## src/rtl/rdf_pkg.sv

```systemverilog
package rdf_pkg;

    typedef enum logic [1:0] {
        ST_IDLE = 2'd0,
        ST_DEST = 2'd1,
        ST_BODY = 2'd2
    } rdf_state_e;

    localparam logic [1:0] SEL_CTRL  = 2'd0;
    localparam logic [1:0] SEL_DATA  = 2'd1;
    localparam logic [1:0] SEL_RXCFG = 2'd2;

    localparam int BIT_BC_HI   = 31;
    localparam int BIT_BC_LO   = 30;
    localparam int BIT_ALLMC   = 29;
    localparam int BIT_PROMISC = 28;
    localparam int BIT_MATCH   = 27;
    localparam int BIT_HASH    = 21;
    localparam int BIT_ACC_ERR = 5;
    localparam int BIT_ACC_RUN = 4;

    typedef struct packed {
        logic [1:0] bcast;
        logic       allmc;
        logic       promisc;
        logic       match;
        logic       hash_en;
    } rdf_mode_t;

endpackage

```

## src/rtl/rdf_regs.sv

```systemverilog
module rdf_regs
    import rdf_pkg::*;
#(
    parameter int ADDR_BYTES = 6,
    parameter int PTR_W      = 10,
    localparam int SLICES    = ADDR_BYTES / 2,
    localparam int STA_W     = ADDR_BYTES * 8
) (
    input  logic             clk,
    input  logic             rst_n,
    input  logic             wr,
    input  logic [1:0]       sel,
    input  logic [31:0]      wdata,
    output logic [STA_W-1:0] station,
    output rdf_mode_t        mode,
    output logic             acc_err,
    output logic             acc_runt
);

    logic [PTR_W-1:0] ptr_q;
    logic             unused_wdata;

    assign unused_wdata = ^{wdata[26:22], wdata[20:16], wdata[3:0] & 4'h0};

    always_ff @(posedge clk or negedge rst_n) begin
        if (!rst_n) begin
            ptr_q <= '0;
            mode  <= '0;
        end else if (wr && sel == SEL_CTRL) begin
            ptr_q         <= wdata[PTR_W-1:0];
            mode.bcast    <= wdata[BIT_BC_HI:BIT_BC_LO];
            mode.allmc    <= wdata[BIT_ALLMC];
            mode.promisc  <= wdata[BIT_PROMISC];
            mode.match    <= wdata[BIT_MATCH];
            mode.hash_en  <= wdata[BIT_HASH];
        end
    end

    always_ff @(posedge clk or negedge rst_n) begin
        if (!rst_n) begin
            acc_err  <= 1'b0;
            acc_runt <= 1'b0;
        end else if (wr && sel == SEL_RXCFG) begin
            acc_err  <= wdata[BIT_ACC_ERR];
            acc_runt <= wdata[BIT_ACC_RUN];
        end
    end

    always_ff @(posedge clk or negedge rst_n) begin
        if (!rst_n) begin
            station <= '0;
        end else if (wr && sel == SEL_DATA) begin
            for (int s = 0; s < SLICES; s++) begin
                if (ptr_q == PTR_W'(2 * s))
                    station[16*s +: 16] <= wdata[15:0];
            end
        end
    end

    assert_ptr_gate_R2: assert property (@(posedge clk) disable iff (!rst_n)
        (wr && sel == SEL_DATA && (ptr_q[0] || ptr_q >= PTR_W'(ADDR_BYTES)))
        |=> $stable(station));

    assert_slice_order_R2: assert property (@(posedge clk) disable iff (!rst_n)
        (wr && sel == SEL_DATA && ptr_q == '0)
        |=> (station[7:0] == $past(wdata[7:0]) && station[15:8] == $past(wdata[15:8])));

endmodule

```

## src/rtl/rdf_addr_track.sv

```systemverilog
module rdf_addr_track #(
    parameter int ADDR_BYTES = 6,
    parameter int IDX_W      = 7,
    localparam int STA_W     = ADDR_BYTES * 8
) (
    input  logic             clk,
    input  logic             rst_n,
    input  logic             valid,
    input  logic             first,
    input  logic [IDX_W-1:0] byte_idx,
    input  logic [7:0]       data,
    input  logic [STA_W-1:0] station,
    output logic             ones_now,
    output logic             match_now,
    output logic             mcast_now
);

    logic       ones_q, match_q, mcast_q;
    logic [7:0] sta_byte;
    logic       in_dest;

    always_comb begin
        sta_byte = 8'h00;
        for (int k = 0; k < ADDR_BYTES; k++) begin
            if (byte_idx == IDX_W'(k))
                sta_byte = station[8*k +: 8];
        end
    end

    assign in_dest   = first || (byte_idx < IDX_W'(ADDR_BYTES));
    assign ones_now  = (first ? 1'b1 : ones_q)  && (data == 8'hFF);
    assign match_now = (first ? 1'b1 : match_q) && (data == sta_byte);
    assign mcast_now = first ? data[0] : mcast_q;

    always_ff @(posedge clk or negedge rst_n) begin
        if (!rst_n) begin
            ones_q  <= 1'b0;
            match_q <= 1'b0;
            mcast_q <= 1'b0;
        end else if (valid && in_dest) begin
            ones_q  <= ones_now;
            match_q <= match_now;
            mcast_q <= mcast_now;
        end
    end

endmodule

```

## src/rtl/rdf_fsm.sv

```systemverilog
module rdf_fsm
    import rdf_pkg::*;
#(
    parameter int ADDR_BYTES = 6,
    parameter int MIN_FRAME  = 64,
    parameter int IDX_W      = 7
) (
    input  logic             clk,
    input  logic             rst_n,
    input  logic             rx_valid,
    input  logic             rx_sof,
    input  logic             rx_eof,
    input  logic             rx_err,
    input  logic             ones_now,
    input  logic             match_now,
    input  logic             mcast_now,
    input  rdf_mode_t        mode,
    input  logic             acc_err,
    input  logic             acc_runt,
    output logic [IDX_W-1:0] byte_idx,
    output logic             dst_valid,
    output logic             dst_accept,
    output logic             frm_valid,
    output logic             frm_accept
);

    localparam logic [IDX_W-1:0] LAST_DEST = IDX_W'(ADDR_BYTES - 1);
    localparam logic [IDX_W-1:0] IDX_MAX   = IDX_W'(MIN_FRAME);
    localparam logic [IDX_W-1:0] LEN_MIN1  = IDX_W'(MIN_FRAME - 1);

    rdf_state_e state, state_n;
    logic       addr_hit, last_dest, len_ok, err_ok, addr_final, mid_byte;

    assign mid_byte  = rx_valid && !rx_sof;
    assign last_dest = (byte_idx == LAST_DEST);
    assign addr_hit  = mode.promisc
                     || (ones_now && (&mode.bcast))
                     || (mcast_now && !ones_now && mode.allmc)
                     || (match_now && mode.match);
    assign len_ok    = (byte_idx >= LEN_MIN1) || acc_runt;
    assign err_ok    = !rx_err || acc_err;

    always_comb begin
        addr_final = 1'b0;
        if (state == ST_BODY)
            addr_final = dst_accept;
        else if (state == ST_DEST && last_dest)
            addr_final = addr_hit;
    end

    // state register
    always_ff @(posedge clk or negedge rst_n) begin
        if (!rst_n) state <= ST_IDLE;
        else        state <= state_n;
    end

    always_comb begin
        state_n = state;
        if (rx_valid && rx_sof) begin
            state_n = rx_eof ? ST_IDLE : ST_DEST;
        end else if (rx_valid) begin
            unique case (state)
                ST_IDLE: state_n = ST_IDLE;
                ST_DEST: begin
                    if (rx_eof)         state_n = ST_IDLE;
                    else if (last_dest) state_n = ST_BODY;
                end
                ST_BODY: if (rx_eof) state_n = ST_IDLE;
                default: state_n = ST_IDLE;
            endcase
        end
    end

    // byte position counter, saturating at the runt limit
    always_ff @(posedge clk or negedge rst_n) begin
        if (!rst_n)
            byte_idx <= '0;
        else if (rx_valid && rx_sof)
            byte_idx <= IDX_W'(1);
        else if (mid_byte && state != ST_IDLE && byte_idx != IDX_MAX)
            byte_idx <= byte_idx + IDX_W'(1);
    end

    // outputs
    always_ff @(posedge clk or negedge rst_n) begin
        if (!rst_n) begin
            dst_valid  <= 1'b0;
            dst_accept <= 1'b0;
            frm_valid  <= 1'b0;
            frm_accept <= 1'b0;
        end else if (rx_valid && rx_sof) begin
            dst_valid  <= rx_eof;
            dst_accept <= 1'b0;
            frm_valid  <= rx_eof;
            frm_accept <= 1'b0;
        end else if (mid_byte && state != ST_IDLE) begin
            if (state == ST_DEST && (last_dest || rx_eof)) begin
                dst_valid  <= 1'b1;
                dst_accept <= last_dest && addr_hit;
            end
            if (rx_eof) begin
                frm_valid  <= 1'b1;
                frm_accept <= addr_final && len_ok && err_ok;
            end
        end
    end

    assert_hold_R7: assert property (@(posedge clk) disable iff (!rst_n)
        (dst_valid && !(rx_valid && rx_sof)) |=> (dst_valid && $stable(dst_accept)));

    assert_sof_clear_R11: assert property (@(posedge clk) disable iff (!rst_n)
        (rx_valid && rx_sof && !rx_eof) |=> (!dst_valid && !frm_valid));

    assert_idle_ignore_R11: assert property (@(posedge clk) disable iff (!rst_n)
        (state == ST_IDLE && mid_byte) |=> ($stable(dst_valid) && $stable(frm_valid)
                                            && $stable(frm_accept)));

    assert_short_R9: assert property (@(posedge clk) disable iff (!rst_n)
        (state == ST_DEST && mid_byte && rx_eof && byte_idx < LAST_DEST)
        |=> (dst_valid && !dst_accept && frm_valid && !frm_accept));

    assert_runt_R8: assert property (@(posedge clk) disable iff (!rst_n)
        (state != ST_IDLE && mid_byte && rx_eof && byte_idx < LEN_MIN1 && !acc_runt)
        |=> !frm_accept);

    assert_frm_dep_R8: assert property (@(posedge clk) disable iff (!rst_n)
        (frm_valid && frm_accept) |-> (dst_valid && dst_accept));

    assert_hash_R4: assert property (@(posedge clk) disable iff (!rst_n)
        (state == ST_DEST && mid_byte && last_dest && mode.hash_en && mcast_now
         && !ones_now && !mode.allmc && !mode.promisc && !(match_now && mode.match))
        |=> !dst_accept);

endmodule

```

## src/rtl/rx_dest_filter.sv

```systemverilog
module rx_dest_filter
    import rdf_pkg::*;
#(
    parameter int ADDR_BYTES = 6,
    parameter int MIN_FRAME  = 64,
    parameter int PTR_W      = 10,
    localparam int IDX_W     = $clog2(MIN_FRAME + 1),
    localparam int STA_W     = ADDR_BYTES * 8
) (
    input  logic        clk,
    input  logic        rst_n,
    input  logic        cfg_wr,
    input  logic [1:0]  cfg_sel,
    input  logic [31:0] cfg_wdata,
    input  logic        rx_valid,
    input  logic        rx_sof,
    input  logic        rx_eof,
    input  logic        rx_err,
    input  logic [7:0]  rx_data,
    output logic        dst_valid,
    output logic        dst_accept,
    output logic        frm_valid,
    output logic        frm_accept
);

    logic [STA_W-1:0] station;
    rdf_mode_t        mode;
    logic             acc_err, acc_runt;
    logic             ones_now, match_now, mcast_now;
    logic [IDX_W-1:0] byte_idx, trk_idx;

    assign trk_idx = rx_sof ? '0 : byte_idx;

    rdf_regs #(.ADDR_BYTES(ADDR_BYTES), .PTR_W(PTR_W)) u_regs (
        .clk(clk), .rst_n(rst_n), .wr(cfg_wr), .sel(cfg_sel), .wdata(cfg_wdata),
        .station(station), .mode(mode), .acc_err(acc_err), .acc_runt(acc_runt)
    );

    rdf_addr_track #(.ADDR_BYTES(ADDR_BYTES), .IDX_W(IDX_W)) u_track (
        .clk(clk), .rst_n(rst_n), .valid(rx_valid), .first(rx_sof),
        .byte_idx(trk_idx), .data(rx_data), .station(station),
        .ones_now(ones_now), .match_now(match_now), .mcast_now(mcast_now)
    );

    rdf_fsm #(.ADDR_BYTES(ADDR_BYTES), .MIN_FRAME(MIN_FRAME), .IDX_W(IDX_W)) u_fsm (
        .clk(clk), .rst_n(rst_n), .rx_valid(rx_valid), .rx_sof(rx_sof),
        .rx_eof(rx_eof), .rx_err(rx_err), .ones_now(ones_now),
        .match_now(match_now), .mcast_now(mcast_now), .mode(mode),
        .acc_err(acc_err), .acc_runt(acc_runt), .byte_idx(byte_idx),
        .dst_valid(dst_valid), .dst_accept(dst_accept),
        .frm_valid(frm_valid), .frm_accept(frm_accept)
    );

endmodule

```

## config.mk

```make
export PLATFORM = sky130hd
export DESIGN_NAME = rx_dest_filter
export DESIGN_NICKNAME = d
export VERILOG_FILES = /design/src/rtl/rdf_pkg.sv /design/src/rtl/rdf_regs.sv /design/src/rtl/rdf_addr_track.sv /design/src/rtl/rdf_fsm.sv /design/src/rtl/rx_dest_filter.sv
export SDC_FILE = /design/constraint.sdc
export NUM_CORES = 1
export LEC_CHECK = 0
export ABC_CLOCK_PERIOD_IN_PS = 5480
export BUFFER_PORTS_ARGS = -buffer_cell sky130_fd_sc_hd__buf_2
export CORE_MARGIN = 2
export CORE_UTILIZATION = 63
export DETAILED_ROUTE_END_ITERATION = 10
export PLACE_DENSITY_LB_ADDON = 0.08
export REMOVE_ABC_BUFFERS = 1
export SLEW_MARGIN = 40
export SYNTH_ARGS = -nofsm -noshare
export SYNTH_HDL_FRONTEND = slang
export SYNTH_SLANG_ARGS = --single-unit
```

## constraint.sdc

```tcl
create_clock -name clk -period 5.48 [get_ports clk]
set_clock_uncertainty 0.05 [all_clocks]
set_input_delay 0.548 -clock clk [delete_from_list [all_inputs] [get_ports clk]]
set_output_delay 0.548 -clock clk [all_outputs]
set_load 0.01 [all_outputs]
```

==> results_dict.tcl, run 1 <==
set metrics [dict create \
    run_status "complete, no violations" \
    leakage_nw 2.21 \
    path_max_fanout 16 \
    diodes 0 \
    core_area_um2 6720 \
    vias_per_cell 6.41 \
    ys_ff_latch 81 \
    grt_pass1_vias 3260 \
    grt_max_degree 82 \
    cts_setup_buffers 0 \
    rsz0062_at_grt "false" \
    yosys_warnings 0 \
    fin_util_pct 71.4 \
    synth_simple_gate_area_share_pct 14.5 \
    dieArea_um2 7540 \
    critPathRequiredTime_ps 5680 \
    cts_max_path_buffers 2 \
    start_kind "register" \
    firstDrtPassIters 4 \
    endpoint_kind "register" \
    port_buffers 41 \
    critPathArrivalTime_ps 3600 \
    crit_buf_inv 2 \
    drt_iter0_markers 249 \
    cts.sinks 81 \
    synth-async-reset-ratio_pct 100 \
    die_y_um 86.8 \
    grt_pass1_wl_um 16600 \
    die_w_um 86.8 \
    grtUsageTotal_pct 29.2 \
    slew_headroom_pct 47.1 \
    rows 30 \
    setup_viol 0 \
    drive_above_1_share_pct 32.9 \
    setup_tns_ps 0 \
    dpl.hpwl_um 7350 \
    register_area_um2 2030 \
    synth.most_common_cell "dfrtp_1" \
    wl_per_cell_um 20.0 \
    cts_inserted_buffers 9 \
    ys_seq_area_share_pct 46.9 \
    antenna_found_initial 0 \
    insertion_delay_ps 360 \
    cts_tree "yes" \
    path_cells "buf_4, inv_1, o21a_1, o311ai_1, o2111ai_1, or4_4, nor4_4, a41oi_1, o41ai_2" \
    ir_drop_mv 0.225 \
    multi_input_area_um2 2160 \
    syn-cell-area_um2 4320 \
    cp_slowest_cell "dfrtp_1" \
    clockRootBuffer "clkbuf_8" \
    hp-class "primary input to asynchronous set/reset pin" \
    yosysUniqueCellTypes 67 \
    syn_area_per_cell_um2 11.0 \
    num_vias 3294 \
    ys.flop_type "dfrtp_1" \
    clk_pin_slew_ps 80 \
    ant_nets 0 \
    ys_top_cells_by_area "dfrtp_1 47%, mux2_2 18%, nor2_1 2.2%" \
    p_per_area_nw_per_um2 303 \
    pin_count 53 \
    place_congestion 0.896 \
    synth_compound_area_share_pct 12.4 \
    hold_viol_final 0 \
    netlist.area_leader.share_pct 46.9 \
    synthAdderAreaFrac_pct 0.869 \
    fill_cells 523 \
    fmax_mhz 295 \
    finalNetCount 481 \
    initial_core_util_pct 64.3 \
    worstMarginPinSlew_ps 791 \
    synth_top_family_by_area "multiplexers" \
    critical_path_class "register to register" \
    syn_inst 392 \
    hold_buffers 0 \
    syn_to_final_growth_pct 11.0 \
    crit_family "compound AO/OA/AOI/OAI gates" \
    slowest_delay_ps 740 \
    cap_violations 0 \
    cts-resized-gates 0 \
    gr-total-overflow 0 \
    h-tree-depth 3 \
    synth_edf_count 0 \
    wl_um 10300 \
    period_share_pct 61.9 \
    drc 0 \
    synth_xor_xnor_area_share_pct 1.62 \
    synth_mux_area_share_pct 20.1 \
    fin_crit_ps 3390 \
    drv_slew 0 \
    yosysTopAreaCell "dfrtp_1" \
    synth_commonest_cells "81 x dfrtp_1, 70 x mux2_2, 25 x nor2_1, 23 x nand2_1, 18 x a21oi_1" \
]
power by group:
group | internal [W] | switching, W
registers | 0.000651 | 0.0000499
clock network | 0.000214 | 0.000228
logic | 0.000136 | 0.000174
layout by cell type, fill, tap and decap left out, drive strengths merged, types with 3 or more instances in the layout:
cell type	count
mux2i	8
nor2b	4
o311ai	3
a21oi	18
clkbuf	9
nor4bb	3
o21ai	13
xnor2	5
nand3	7
nand4	9
buf	46
xor2	3
dfrtp	81
a31oi	3
clkinv	3
nor2	25
and2	4
inv	17
nand3b	3
nor4b	4
nor4	4
nor3b	4
nor3	7
mux2	70
or4	3
o221ai	3
ha	3
o22ai	6
nand2	24
a2111oi	3
a211oi	3
metal layers:
layer / routed length, um / global-route usage (%) / vias to the layer above / share of wire (%)
met1: 4640 / 40.0 / 1655 / 45
met2: 5000 / 46.4 / 83 / 48
met4: 254 / 11.4 / 0 / 2.5
met3: 419 / 5.14 / 18 / 4.1
li1: - / - / 1538 / -
met5: 0 / 0 / - / 0
path summary, 6_finish.rpt:
path                                         from           endpoint  slack (ps)  cells past startpoint
worst max-delay path            u_fsm.byte_idx[0]   u_fsm.dst_accept        2090                      9
worst min-delay path                        rst_n  u_fsm.byte_idx[5]         150                      1
worst max register to register  u_fsm.byte_idx[0]   u_fsm.dst_accept        2090                      9
worst min register to register    u_fsm.frm_valid    u_fsm.frm_valid         420                      2
max in group asynchronous                   rst_n    u_fsm.dst_valid        4690                      1
min in group clk                           rx_eof     u_fsm.state[0]         370                      2
through the flow:
stage | hold WS (ps) | instances | setup WS, ps | cell area, um^2 | power [W]
2_1_floorplan | 202 | 372 | 2230 | 4220 | 0.000900
3_3_place_gp | 401 | 496 | 1980 | 4570 | 0.00101
3_5_place_dp | 400 | 498 | 1940 | 4600 | 0.00102
4_1_cts | 205 | 514 | 2100 | 4800 | 0.00146
5_1_grt | 234 | 514 | 1890 | 4800 | 0.00152
6_report | 146 | 514 | 2090 | 4800 | 0.00145
state kept, by name, summed over array words and instances, names as in the netlist:
| register | flops |
|---|---|
| u_track.match_q | 1 |
| u_regs.acc_err | 1 |
| u_fsm.frm_accept | 1 |
| u_fsm.dst_valid | 1 |
| u_regs.mode | 5 |
| u_fsm.state | 2 |
| u_fsm.frm_valid | 1 |
| u_fsm.byte_idx | 7 |
| u_fsm.dst_accept | 1 |
| u_regs.ptr_q | 10 |
| u_regs.station | 48 |
| u_track.ones_q | 1 |
| u_regs.acc_runt | 1 |
| u_track.mcast_q | 1 |
cell families after synthesis:
| group | count (synthesis) |
|---|---|
| muxes | 78 |
| xor gates and xnor gates | 8 |
| and+or+nand+nor | 110 |
| AOI/OAI and AO/OA | 77 |
| DFF | 81 |
| buffers and inverters | 35 |
| adders and majority gates | 3 |
cell type report:
| type | instances | area share [%] |
|---|---|---|
| Inverter | 15 | 1.17 |
| Multi-Input combinational cell | 276 | 45.0 |
| Clock inverter | 7 | 1.62 |
| Clock buffer | 9 | 2.58 |
| Tap cell | 80 | 2.09 |
| Sequential cell | 81 | 42.2 |
| Timing Repair Buffer | 46 | 5.27 |
worst reg2reg max path: stages, from the launching register on:
cell and delay, ps:
dfrtp_1 740, buf_4 320, inv_1 160, o21a_1 160
o311ai_1 360, o2111ai_1 190, or4_4 570, nor4_4 300
a41oi_1 170, o41ai_2 280
No activity file was read; power rests on OpenSTA's default activity.
==> inputs of run 2 (changes only) <==
--- a/config.mk
+++ b/config.mk
@@ -5,10 +5,11 @@
 export SDC_FILE = /design/constraint.sdc
 export NUM_CORES = 1
 export LEC_CHECK = 0
-export ABC_CLOCK_PERIOD_IN_PS = 5480
+export ABC_AREA = 1
+export ABC_CLOCK_PERIOD_IN_PS = 2950
 export BUFFER_PORTS_ARGS = -buffer_cell sky130_fd_sc_hd__buf_2
 export CORE_MARGIN = 2
-export CORE_UTILIZATION = 63
+export CORE_UTILIZATION = 52
 export DETAILED_ROUTE_END_ITERATION = 10
 export PLACE_DENSITY_LB_ADDON = 0.08
 export REMOVE_ABC_BUFFERS = 1
==> constraint.sdc (replaced) <==
create_clock -name clk -period 2.95 [get_ports clk]
set_clock_uncertainty 0.05 [all_clocks]
set_input_delay 0.295 -clock clk [delete_from_list [all_inputs] [get_ports clk]]
set_output_delay 0.295 -clock clk [all_outputs]
set_load 0.01 [all_outputs]
==> run 2 against run 1 <==
  * Die area grew 16%
  * Register-to-register slack lost 1600 ps
  * Fmax grew 36%
  * Final cell count grew 34%
  * Final area shrank 2.7%
  * Total power grew 82%
  * Sequential power grew 93%
  * Hold slack lost 36 ps
  * Global-route usage shrank 5.4 points
  * Combinational power grew 49%
  * Highest routed layer unchanged
==> results_dict.tcl, run 2 <==
set metrics [dict create \
    run_status "complete, no violations" \
    worstMarginPinSlew_ps 740 \
    hold_viol_final 0 \
    ant_nets 0 \
    drt_iter0_markers 272 \
    wl_um 9390 \
    drc 0 \
    critical_path_class "register to register" \
    path_max_fanout 8 \
    syn_inst 539 \
    cts_tree "yes" \
    place_congestion 0.889 \
    cts.sinks 81 \
    endpoint_kind "register" \
    setup_tns_ps 0 \
    vias_per_cell 5.20 \
    finalNetCount 632 \
    syn_to_final_growth_pct 12.2 \
    dpl.hpwl_um 6670 \
    critPathRequiredTime_ps 3200 \
    synth.most_common_cell "nand2_1" \
    synth-async-reset-ratio_pct 100 \
    final_common_cell "nand2_1" \
    synth_edf_count 0 \
    firstDrtPassIters 4 \
    synth_commonest_cells "124 x nand2_1, 81 x dfrtp_1, 78 x inv_1, 61 x nor2_1, 55 x o21ai_0" \
    ys_top_cells_by_area "dfrtp_1 49%, nand2_1 11%, inv_1 7.0%" \
    grt_pass1_vias 3432 \
    netlist.area_leader.share_pct 48.7 \
    cap_violations 0 \
    clockRootBuffer "clkbuf_8" \
    initial_core_util_pct 53.9 \
    rows 32 \
    yosysUniqueCellTypes 36 \
    reg.largest.list "u_regs.station x48, u_regs.ptr_q x10, u_fsm.byte_idx x7" \
    hp-class "primary input to register" \
    ys_seq_area_share_pct 48.7 \
    layout_setup_ws_ps 462 \
    yosys_warnings 0 \
    syn_area_per_cell_um2 7.72 \
    top_register "u_regs.station" \
    drive_above_1_share_pct 14.5 \
    path_cells "o21ai_2, nand3_1, nor2_1, nor2_1, nand3_1, nand2_1, nand2_1, nand2_1, nor2_1, nand2_1, nor2_2, nand3_1, nand2_1, nand2_1, nand2_1, nand2_1, nand2_1" \
    crit_top_cell "nand2_1" \
    slew_headroom_pct 50.7 \
    fmax_mhz 402 \
    syn-cell-area_um2 4160 \
    start_kind "register" \
    die_w_um 93.5 \
    pre_cts_slack_ps 469 \
    ys.flop_type "dfrtp_1" \
    cts_max_path_buffers 2 \
    diodes 0 \
    final_cell_mix "123 x nand2_1, 81 x dfrtp_1, 77 x inv_1" \
    ir_drop_mv 0.338 \
    ys_ff_latch 81 \
    rsz0062_at_grt "false" \
    crit_buf_inv 0 \
    dieArea_um2 8730 \
    clk_pin_slew_ps 90 \
    port_buffers 41 \
    core_area_um2 7730 \
    fin_crit_ps 2490 \
    setup_viol 0 \
    drv_slew 0 \
    cts_inserted_buffers 9 \
    pin_count 53 \
    yosysTopAreaCell "dfrtp_1" \
    grtUsageTotal_pct 23.8 \
    placed_area_um2 4450 \
    num_vias 3570 \
    leakage_nw 2.51 \
    crit_family "simple AND/OR/NAND/NOR gates" \
    period_share_pct 84.3 \
    gr-total-overflow 0 \
    antenna_found_initial 0 \
    die_y_um 93.5 \
    insertion_delay_ps 360 \
    p_per_area_nw_per_um2 567 \
    design_area_um2 4670 \
    slowest_delay_ps 500 \
    cp_slowest_cell "dfrtp_1" \
    wl_per_cell_um 13.7 \
    critPathArrivalTime_ps 2730 \
    h-tree-depth 3 \
    grt_max_degree 82 \
    grt_pass1_wl_um 16200 \
    largest_reg_flops 48 \
]
==> run 2: cell types whose count changed after synthesis, moves of 4 or more <==
cell | before | now
a21oi_1 | 18 | 28
inv_1 | 15 | 78
mux2_2 | 70 | 3
mux2i_1 | 8 | 0
nand2_1 | 23 | 124
nand3_1 | 7 | 36
nor2_1 | 25 | 61
nor2b_1 | 4 | 0
nor4b_1 | 4 | 0
o21ai_0 | 13 | 55
o22ai_1 | 6 | 1
xnor2_1 | 5 | 0
==> run 2: what timing repair did <==
| item | CTS | global route |
|---|---|---|
| hold buffers | 1 | 0 |
| setup buffers | 0 | 0 |
| endpoints found under the setup margin | 0 | 1 |
| endpoints found under the hold margin | 81 | 0 |
| gates resized for setup | 0 | 1 |
==> run 2: worst register-to-register path: stages (launching register included) <==
cell and delay, ps:
dfrtp_1 500, o21ai_2 340, nand3_1 300, nor2_1 170, nor2_1 70, nand3_1 140
nand2_1 80, nand2_1 60, nand2_1 40, nor2_1 80, nand2_1 80, nor2_2 100
nand3_1 70, nand2_1 90, nand2_1 50, nand2_1 90, nand2_1 60, nand2_1 50
==> run 2: through the flow <==
| stage | total power, W | utilization [%] | hold slack [ps] | cells |
|---|---|---|---|---|
| 6_report | 0.00265 | 60.4 | 110 | 687 |
| 2_1_floorplan | 0.00166 | - | -50.6 | 524 |
| 3_3_place_gp | 0.00182 | 57.5 | 406 | 670 |
| 3_5_place_dp | 0.00183 | 57.6 | 337 | 670 |
| 4_1_cts | 0.00267 | 60.3 | 96.5 | 687 |
| 5_1_grt | 0.00281 | 60.4 | 113 | 687 |
==> run 2: power breakdown <==
group	leakage [nW]	total [W]	switching, W	internal, W
clock	0.100	0.000836	0.000438	0.000398
combinational	1.34	0.000463	0.000290	0.000173
sequential	1.08	0.00135	0.0000926	0.00125
==> run 2: cell families (layout without fill, tap and decap cells) <==
| family | after synthesis | after routing | synth area share, % |
|---|---|---|---|
| multiplexers | 3 | 3 | 0.812 |
| adder cells (fa/ha/maj) | 3 | 3 | 0.902 |
| buffers and inverters | 97 | 143 | 9.35 |
| AO/OA/AOI/OAI | 96 | 96 | 12.4 |
| flip-flops | 81 | 81 | 48.7 |
| AND/OR/NAND/NOR | 259 | 259 | 27.8 |
==> run 2: routing by layer <==
layer  vias to the layer above  part of all wire (%)  wire (um)  track usage, %
met5                         -                     0          0               0
met4                         0                   2.0        190            9.31
met3                        18                   3.3        312            3.22
met2                        71                    47       4420            39.4
met1                      1668                    48       4470            31.9
li1                       1813                     -          -               -
==> run 2: final timing paths <==
path | startpoint | endpoint | slack, ps | cells after the start
max | u_fsm.byte_idx[2] | u_fsm.frm_accept | 460 | 17
max reg2reg | u_fsm.byte_idx[2] | u_fsm.frm_accept | 460 | 17
min reg2reg | u_regs.station[0] | u_regs.station[0] | 430 | 2
min in group asynchronous | rst_n | u_fsm.byte_idx[3] | 460 | 2
max in group asynchronous | rst_n | u_regs.station[0] | 1850 | 2
min | cfg_wdata[29] | u_regs.mode[3] | 110 | 2
==> run 2: final cells by class <==
cell class	instances	area, um^2
fillers	705	3060
flip-flops and latches	81	2030
multi-input cells	361	1750
inverters	82	315
repair buffers	45	244
well taps	102	128
clock buffers	9	124
clock inverters	7	77.6
